$ cat src/rtl/ls_align_pkg.sv
package ls_align_pkg;

  typedef enum logic [1:0] {
    SZ_BYTE = 2'd0,
    SZ_HALF = 2'd1,
    SZ_WORD = 2'd2,
    SZ_DBL  = 2'd3
  } accSize_e;

  // Strobes from control to datapath
  typedef struct packed {
    logic capture;
    logic loadOp;
    logic storeOp;
    logic crossed;
    logic bigEnd;
    logic signExt;
  } alignStrobe_t;

endpackage

$ cat src/rtl/ls_align_ctrl.sv
module ls_align_ctrl
  import ls_align_pkg::*;
#(
  parameter int LANES = 8,
  localparam int OFF_W = $clog2(LANES),
  localparam int CNT_W = OFF_W + 1
) (
  input  logic                 clk,
  input  logic                 rst,
  input  logic                 reqValid,
  input  logic                 isStore,
  input  logic [OFF_W-1:0]     byteOff,
  input  logic [1:0]           sizeCode,
  input  logic                 signedLd,
  input  logic                 littleEnd,
  output alignStrobe_t         strb,
  output logic [LANES-1:0]     laneMask,
  output logic [CNT_W-1:0]     byteCnt
);

  logic crossRaw;
  int   endPos;

  always_comb begin
    byteCnt  = CNT_W'(1) << sizeCode;
    endPos   = int'(byteOff) + int'(byteCnt);
    crossRaw = endPos > LANES;
    for (int k = 0; k < LANES; k++) begin
      laneMask[k] = !crossRaw && (k >= int'(byteOff)) && (k < endPos);
    end
  end

  always_comb begin
    strb.capture = reqValid;
    strb.loadOp  = reqValid && !isStore;
    strb.storeOp = reqValid && isStore;
    strb.crossed = reqValid && crossRaw;
    strb.bigEnd  = !littleEnd;
    strb.signExt = signedLd && (accSize_e'(sizeCode) != SZ_DBL);
  end

  // a contained access covers exactly its size in lanes
  p_mask_size_r1: assert property (@(posedge clk) disable iff (rst)
    (reqValid && !crossRaw) |-> ($countones(laneMask) == int'(byteCnt)));

  // an overrun access selects no lane
  p_cross_nomask_r6: assert property (@(posedge clk) disable iff (rst)
    strb.crossed |-> (laneMask == '0));

endmodule

$ cat src/rtl/ls_align_dp.sv
module ls_align_dp
  import ls_align_pkg::*;
#(
  parameter int LANES = 8,
  localparam int OFF_W = $clog2(LANES),
  localparam int CNT_W = OFF_W + 1,
  localparam int LINE_W = 8 * LANES
) (
  input  logic                 clk,
  input  logic                 rst,
  input  alignStrobe_t         strb,
  input  logic [LANES-1:0]     laneMask,
  input  logic [OFF_W-1:0]     byteOff,
  input  logic [CNT_W-1:0]     byteCnt,
  input  logic [LINE_W-1:0]    rdData,
  input  logic [LINE_W-1:0]    stData,
  output logic [LINE_W-1:0]    ldData,
  output logic [LINE_W-1:0]    wrData,
  output logic [LANES-1:0]     byteEn,
  output logic                 crossFlag,
  output logic                 resValid
);

  logic [LINE_W-1:0] loadNext;
  logic [LINE_W-1:0] storeNext;
  logic              signBit;
  int                srcLd;
  int                srcSt;

  // Load extraction, ordering and extension
  always_comb begin
    loadNext = '0;
    signBit  = 1'b0;
    srcLd    = 0;
    for (int j = 0; j < LANES; j++) begin
      if (j < int'(byteCnt)) begin
        srcLd = strb.bigEnd ? int'(byteOff) + int'(byteCnt) - 1 - j
                            : int'(byteOff) + j;
        if (srcLd < LANES) loadNext[8*j +: 8] = rdData[8*srcLd +: 8];
        if (j == int'(byteCnt) - 1) signBit = loadNext[8*j + 7];
      end
    end
    for (int j = 0; j < LANES; j++) begin
      if (j >= int'(byteCnt) && strb.signExt && signBit) loadNext[8*j +: 8] = 8'hFF;
    end
  end

  // Store lane placement
  always_comb begin
    storeNext = '0;
    srcSt     = 0;
    for (int k = 0; k < LANES; k++) begin
      if (laneMask[k]) begin
        srcSt = strb.bigEnd ? int'(byteCnt) - 1 - (k - int'(byteOff))
                            : k - int'(byteOff);
        if (srcSt >= 0 && srcSt < LANES) storeNext[8*k +: 8] = stData[8*srcSt +: 8];
      end
    end
  end

  always_ff @(posedge clk) begin
    if (rst) begin
      ldData    <= '0;
      wrData    <= '0;
      byteEn    <= '0;
      crossFlag <= 1'b0;
      resValid  <= 1'b0;
    end else begin
      resValid  <= strb.capture;
      crossFlag <= strb.crossed;
      if (strb.storeOp && !strb.crossed) begin
        byteEn <= laneMask;
        wrData <= storeNext;
      end else begin
        byteEn <= '0;
        wrData <= '0;
      end
      if (strb.loadOp) ldData <= strb.crossed ? '0 : loadNext;
    end
  end

  // result valid one cycle after each request, never without one
  p_valid_follow_r8: assert property (@(posedge clk) disable iff (rst)
    strb.capture |=> resValid);
  p_valid_idle_r8: assert property (@(posedge clk) disable iff (rst)
    !strb.capture |=> !resValid);

  // overrun writes nothing
  p_cross_quiet_r6: assert property (@(posedge clk) disable iff (rst)
    crossFlag |-> (byteEn == '0 && wrData == '0));

  // enabled lane count equals the store size
  p_store_count_r5: assert property (@(posedge clk) disable iff (rst)
    ($past(strb.storeOp) && !crossFlag) |-> ($countones(byteEn) == int'($past(byteCnt))));

  // loads never enable a lane
  p_load_noen_r10: assert property (@(posedge clk) disable iff (rst)
    $past(strb.loadOp) |-> (byteEn == '0));

  // load result held when no load was taken
  p_ld_hold_r9: assert property (@(posedge clk) disable iff (rst)
    !strb.loadOp |=> $stable(ldData));

endmodule

$ cat src/rtl/ls_align_top.sv
module ls_align_top
  import ls_align_pkg::*;
#(
  parameter int LANES = 8,
  localparam int OFF_W = $clog2(LANES),
  localparam int CNT_W = OFF_W + 1,
  localparam int LINE_W = 8 * LANES
) (
  input  logic              clk,
  input  logic              rst,
  input  logic              reqValid,
  input  logic              isStore,
  input  logic [OFF_W-1:0]  byteOff,
  input  logic [1:0]        sizeCode,
  input  logic              signedLd,
  input  logic              littleEnd,
  input  logic [LINE_W-1:0] rdData,
  input  logic [LINE_W-1:0] stData,
  output logic [LINE_W-1:0] ldData,
  output logic [LINE_W-1:0] wrData,
  output logic [LANES-1:0]  byteEn,
  output logic              crossFlag,
  output logic              resValid
);

  alignStrobe_t     strb;
  logic [LANES-1:0] laneMask;
  logic [CNT_W-1:0] byteCnt;

  ls_align_ctrl #(.LANES(LANES)) u_ctrl (
    .clk      (clk),
    .rst      (rst),
    .reqValid (reqValid),
    .isStore  (isStore),
    .byteOff  (byteOff),
    .sizeCode (sizeCode),
    .signedLd (signedLd),
    .littleEnd(littleEnd),
    .strb     (strb),
    .laneMask (laneMask),
    .byteCnt  (byteCnt)
  );

  ls_align_dp #(.LANES(LANES)) u_dp (
    .clk      (clk),
    .rst      (rst),
    .strb     (strb),
    .laneMask (laneMask),
    .byteOff  (byteOff),
    .byteCnt  (byteCnt),
    .rdData   (rdData),
    .stData   (stData),
    .ldData   (ldData),
    .wrData   (wrData),
    .byteEn   (byteEn),
    .crossFlag(crossFlag),
    .resValid (resValid)
  );

endmodule

$ cat config.mk
export PLATFORM = sky130hd
export DESIGN_NAME = ls_align_top
export DESIGN_NICKNAME = d
export VERILOG_FILES = /design/src/rtl/ls_align_pkg.sv /design/src/rtl/ls_align_ctrl.sv /design/src/rtl/ls_align_dp.sv /design/src/rtl/ls_align_top.sv
export SDC_FILE = /design/constraint.sdc
export NUM_CORES = 1
export LEC_CHECK = 0
export BUFFER_PORTS_ARGS = -buffer_cell sky130_fd_sc_hd__buf_2
export CAP_MARGIN = 40
export CORE_ASPECT_RATIO = 1.75
export CORE_MARGIN = 10
export CORE_UTILIZATION = 50
export DETAILED_ROUTE_END_ITERATION = 7
export PLACE_DENSITY = 0.75
export SYNTH_ARGS = -nofsm -noshare
export SYNTH_HDL_FRONTEND = slang
export SYNTH_HIERARCHICAL = 1
export SYNTH_SLANG_ARGS = --single-unit
$ cat constraint.sdc
create_clock -name clk -period 5.45 [get_ports clk]
set_input_delay 0 -clock clk [delete_from_list [all_inputs] [get_ports clk]]
set_output_delay 0 -clock clk [all_outputs]
set_load 0.01 [all_outputs]
==> results of run 1 <==
[final timing paths]
path | startpoint | endpoint | slack (ns)
worst max-delay path | byteOff[1] | u_dp/ldData[29] | 0.87
worst min-delay path | stData[19] | u_dp/wrData[59] | 0.04
worst max register to register | u_dp/ldData[39] | u_dp/ldData[39] | 4.58
worst min register to register | u_dp/ldData[27] | u_dp/ldData[27] | 0.46
[cell usage after synthesis, drive strengths merged, types with 3 or more instances]
master	count	area share, %
nand2b	6	0.32
xnor2	14	1.2
o21a	4	0.26
a211oi	9	0.62
inv	43	1.4
nand3	15	0.68
nor4	8	0.43
fa	6	1.0
dfxtp	138	24
clkbuf	36	1.2
a31oi	20	1.1
mux2i	118	10
o211ai	46	2.9
nor2	99	3.2
buf	34	1.7
or4	3	0.19
or2	4	0.21
and2	14	0.75
ha	63	6.7
xor2	10	0.75
o31ai	5	0.32
nand3b	6	0.38
o221ai	8	0.75
a21o	15	0.96
nor3	17	0.72
o2111ai	5	0.37
nor2b	15	0.84
nand2	168	5.4
and3	24	1.3
o21ai	49	2.1
a21oi	75	3.4
a22oi	4	0.26
or3	5	0.27
a221oi	3	0.22
nand4	3	0.21
mux4	114	22
[kinds of logic (layout without fill, tap and decap cells)]
logic type      count (synthesis)  in the layout
other cells                     0              7
compound gates                264            264
mux                           234            234
simple gates                  392            392
xor+xnor                       25             25
fa+ha+maj                      69             69
buf+inv                       113            390
flops                         138            138
[layer usage]
metal,up-vias,routed length [um],GRT usage [%]
met4,0,3803,22.70
li1,5200,-,-
met1,5500,14000,26.39
met3,171,2979,5.784
met2,622,22520,49.53
met5,-,0,0
[power by group]
part | switching, uW | total [uW] | internal [uW]
clock | 489 | 1100 | 606
combinational | 937 | 1660 | 724
sequential | 10.9 | 1040 | 1030
total | 1440 | 3800 | 2360
[what timing repair did]
item	CTS	global route
hold buffers	4	0
hold endpoints to repair	5	0
endpoints found under the setup margin	0	0
[placed cells by master (no fill, tap or decap), types with 5 or more instances in the layout]
master     Yosys  layout
a211oi_1       8       8
a21o_1        15      15
a21oi_1       70      66
a21oi_2        5       9
a31oi_1       20      20
and2_1        14      14
and3_1        24      24
buf_2         21     276
buf_4          5      30
clkbuf_16      0      17
dfxtp_1      138     138
diode_2        0       7
fa_1           6       6
ha_1          63      63
inv_1         41      41
mux2i_1      117     117
mux4_2       114     114
nand2_1      167     167
nand2b_1       6       6
nand3_1       14      14
nand3b_1       6       6
nor2_1        97      96
nor2b_1       13      13
nor3_1        17      17
nor4_1         8       8
o2111ai_1      5       5
o211ai_1      46      46
o21ai_0       29      29
o21ai_1       20      20
o221ai_1       7       7
o31ai_1        5       5
or3_1          5       5
xnor2_1       12      12
xor2_1        10      10
[through the flow]
stage | hold slack [ns] | utilization, % | worst slack (ns) | cell area, um^2
global placement | 0.2515 | 57.53 | 0.6279 | 13370
global route | 0.06782 | 60.74 | 0.5898 | 14120
detailed placement | 0.2574 | 58.16 | 0.4780 | 13520
finish | 0.04199 | 60.74 | 0.8650 | 14120
floorplan | 0.2021 | - | 1.022 | 11740
CTS | 0.02237 | 60.67 | 0.9526 | 14100
[flip-flops by register name (all words and copies together) (netlist names)]
name            cells
u_dp/ldData        64
u_dp/byteEn         8
u_dp/crossFlag      1
u_dp/wrData        64
u_dp/resValid       1
[worst min-delay path, stage by stage]
cell and delay, ns:
buf_2 0.13, nand2_1 0.06, a31oi_1 0.09, mux2i_1 0.12
nor2_1 0.05
[cell type report]
class                           count  area (um^2)
Clock buffer                       19        452.9
Multi-Input combinational cell    984         8504
Inverter                           43        161.4
Antenna cell                        7        17.52
Tap cell                          304        380.4
Timing Repair Buffer              316         1747
Clock inverter                     12        90.09
Fill cell                        2035         9124
Sequential cell                   138         2763
==> impl_metrics.toml, run 1 <==
[floorplanning]
core_area_um2 = 23240
initial_core_util_pct = 50.53
die_h_um = 222.7
dieArea_um2 = 30260
core.rowCount = 74
io_pins = 277
die_w_um = 135.9

[synthesis]
synthCells = 1235
synth_enable_flop_cells = 0
synth_top_flop_cell = "dfxtp_1"
syn_area_um2 = 11740
syn_nets = 1443
synth_compound_area_share_pct = 14.78
synthMuxAreaShare_pct = 32.22
synth_fa_ha_area_share_pct = 7.735
syn_area_per_cell_um2 = 9.509
yosysWarnings = 6
synth_xor_area_share_pct = 2.110
synth_cell_types = 77
yosysSeqAreaShare_pct = 23.52
synth-simple-area-share_pct = 15.38
async_flop_share_pct = 0
synth_top_family_by_area = "multiplexers"
synth_seq_cells = 138

[setup_path]
cp-end-kind = "flop"
crit_top_cell = "inv_1"
crit_cells = 18
rr_worst_depth = 3
critPathBufInv = 6
critical_path_arrival_ns = 4.93
path_class = "input port to flop"
cp_max_fo = 30
path_cells = "buf_2, inv_1, ha_1, inv_1, ha_1, inv_1, fa_1, buf_4, inv_1, ha_1, a21oi_2, mux4_2, mux2i_1, nor4_1, a221oi_1, o221ai_4, nand3_2, o221ai_1"
cp_top_family = "compound AO/OA/AOI/OAI gates"
critPathRequiredTime_ns = 5.80
critPathLaunchType = "input port"
critPathSlowestCell = "nand3_2"
max_stage_delay_ns = 0.58

[clock_tree]
ctsLongestPathBuffers = 2
numCtsBuffers = 17
postCtsResizedCells = 0
cts.clk_slew.worst_paths_ns = 0.07
cts_tree = "built"
cts_sinks = 138
clk_latency_ns = 0.44
post_cts_buffers = 0
cts-root-buf = "clkbuf_16"
htreeDepth = 4

[sta]
rsz0062_at_grt = "false"
slew_viol_final = 0
fin_crit_sh_pct = 84.13
min_period_ns = 4.585
finalSetupViolations = 0
worstMarginPinSlew_ns = 0.9264
hold_viol = 0
tns_ns = 0
clock-skew-final_ns = 0
clock.fmax_mhz = 218.1
relSlewSlack_pct = 37.97

[global_route]
grt_overflow = 0
antenna_found_initial = 7
grt_max_degree = 65
grt_pass1_wl_mm = 65.38
grt_pass1_vias = 11690
gr-usage-all-layers_pct = 27.79

[routing]
viasPerCell = 6.304
ant_nets = 0
wl_per_cell_um = 23.75
routed_wl_mm = 43.30
vias = 11490
drcViolationCount = 0
drt_iter0_markers = 953
drt_pass1_iterations = 8

[finish]
finalNonFillerCells = 1823
layout.nets = 1708
drive_gt1_share_pct = 32.28
syn_to_final_growth_pct = 20.20

[power_and_ir_drop]
max-vdd-ir-drop_v = 0.0002780
p_total_uw = 3797
leakage_uw = 0.006457
p_per_area_nw_per_um2 = 269.0

[job]
maxCapViolCount = 0

[place]
place_inst = 1781
place_hpwl_mm = 34.91
port_buffers = 276
place_congestion = 1.017

[hold_path]
holdPathStages = 5
min_path_type = "input port to flop"

[status]
status = "finished, final reports clean"
No activity file was read; power rests on OpenSTA's default activity.
==> inputs of run 2 (changes only) <==
clock period = 4.4 ns   (was 5.45 ns; I/O delays follow)
==> run 2 against run 1 <==
Effect of this change:
- clock power rose by 35%
- critical endpoint is now u_dp/ldData[24]
- clock-buffer cell count fell by 2
- clock skew unchanged
- critical path depth rose by 1
- utilization grew 0.46 points
- total power increased by 27%
- design area increased by 0.76%
==> impl_metrics.toml, run 2 (same netlist as run 1, synthesis figures left out) <==
[status]
status = "finished, final reports clean"

[routing]
drt_iter0_markers = 1087
ant_nets = 0
wl_per_cell_um = 23.37
drcViolationCount = 0
routed_wl_mm = 42.96
drt_pass1_iterations = 5
viasPerCell = 6.311
vias = 11600

[sta]
relSlewSlack_pct = 37.94
clock.fmax_mhz = 248.7
hold_slack_ns = 0.05274
hold_viol = 0
clock-skew-final_ns = 0
min_period_ns = 4.021
finalSetupViolations = 0
worstMarginPinSlew_ns = 0.9269
rsz0062_at_grt = "false"
fin_ws_ns = 0.3790
tns_ns = 0
fin_crit_sh_pct = 91.39
slew_viol_final = 0

[place]
place_hpwl_mm = 34.20
port_buffers = 276
place_congestion = 0.9759
post-place-ws_ns = -0.03154

[global_route]
gr-usage-all-layers_pct = 27.38
grt_overflow = 0
grt_pass1_wl_mm = 64.17
grt_max_degree = 65
antenna_found_initial = 10
grt_pass1_vias = 11560

[clock_tree]
clk_latency_ns = 0.44
cts_tree = "built"
ctsLongestPathBuffers = 2
cts.clk_slew.worst_paths_ns = 0.06
numCtsBuffers = 17
cts_sinks = 138
htreeDepth = 4
cts-root-buf = "clkbuf_16"

[floorplanning]
die_h_um = 222.7
io_pins = 277
dieArea_um2 = 30260
core_area_um2 = 23240
die_w_um = 135.9
initial_core_util_pct = 50.53
core.rowCount = 74

[setup_path]
cp-end-kind = "flop"
critPathRequiredTime_ns = 4.74
path_class = "input port to flop"
critical_path_arrival_ns = 4.37
critPathBufInv = 5
critPathSlowestCell = "nand3_2"
path_cells = "buf_2, nor2b_2, inv_1, ha_1, inv_1, ha_1, inv_1, fa_1, buf_4, ha_1, a21boi_0, xnor2_1, xnor2_1, a31oi_1, nor3_1, a211oi_2, o221ai_4, nand3_2, o221ai_1"
cp_max_fo = 30
r2r_setup_slack_ns = 3.51
cp_top_family = "compound AO/OA/AOI/OAI gates"
max_stage_delay_ns = 0.56
critPathLaunchType = "input port"

[power_and_ir_drop]
p_per_area_nw_per_um2 = 339.8
leakage_uw = 0.006531
max-vdd-ir-drop_v = 0.0002545

[hold_path]
min_path_type = "input port to flop"

[finish]
syn_to_final_growth_pct = 21.12
layout.nets = 1721
fillers = 1995
drive_gt1_share_pct = 32.87
final_common_cell = "buf_2"
top_regs = "u_dp/ldData (64), u_dp/wrData (64), u_dp/byteEn (8)"
final_cell_mix = "buf_2, nand2_1, dfxtp_1, mux2i_1, mux4_2"

[job]
maxCapViolCount = 0
-- run 2: cell types whose count changed in the layout (fill, tap and decap cells not counted), sizes merged --
cell      previous run  this run
bufinv               0         3
inv                 47        48
clkinv               5         4
clkbuf              19        17
diode                7        10
buf                312       325
clkinvlp             3         1
-- run 2: timing repair --
item,4_1_cts,5_1_grt
gates resized for setup,0,0
hold buffers,4,0
hold endpoints to repair,5,0
buffers inserted,0,0
-- run 2: stage by stage --
| step | cell area (um^2) | utilization (%) | instances | total power [uW] |
|---|---|---|---|---|
| final | 14220 | 61.20 | 1838 | 4833 |
| after global routing | 14220 | 61.20 | 1838 | 5027 |
| after CTS | 14200 | 61.10 | 1828 | 4815 |
| after detailed placement | 13570 | 58.38 | 1794 | 3315 |
| after global placement | 13520 | 58.19 | 1789 | 3262 |
| after floorplan | 11750 | - | 1235 | 2752 |
-- run 2: worst min-delay path: stages --
cell     delay (ns)
buf_2          0.12
nand2_1        0.05
a31oi_1        0.09
mux2i_1        0.13
nor2_1         0.05
-- run 2: metal layers --
| layer | up-vias | global-route usage (%) | wire length (um) |
|---|---|---|---|
| met4 | 0 | 24.28 | 3711 |
| met3 | 183 | 5.084 | 3115 |
| li1 | 5228 | - | - |
| met5 | - | 0 | 0 |
| met2 | 661 | 47.62 | 22260 |
| met1 | 5527 | 26.63 | 13870 |
-- run 2: power breakdown --
group,switching (uW),leakage [uW],internal [uW]
Clock,604,0.000291,890
Sequential,13.8,0.00111,1280
Combinational,1140,0.00513,905
Total,1760,0.00653,3070
-- run 2: final cells by class --
cell class              instances  area (um^2)  area share (%)
multi-input cells             984         8507           59.81
flip-flops and latches        138         2763           19.42
repair buffers                329         1797           12.63
clock buffers                  17        425.4           2.991
well taps                     304        380.4           2.674
clock inverters                13        165.2           1.161
inverters                      43        161.4           1.135
diodes                         10        25.02          0.1759
-- run 2: path summary, 6_finish.rpt --
path | startpoint | end | cells past startpoint
setup / recovery | sizeCode[0] | u_dp/ldData[24] | 19
hold / removal | stData[16] | u_dp/wrData[56] | 5
setup reg to reg | u_dp/ldData[55] | u_dp/ldData[55] | 2
hold reg to reg | u_dp/ldData[29] | u_dp/ldData[29] | 2
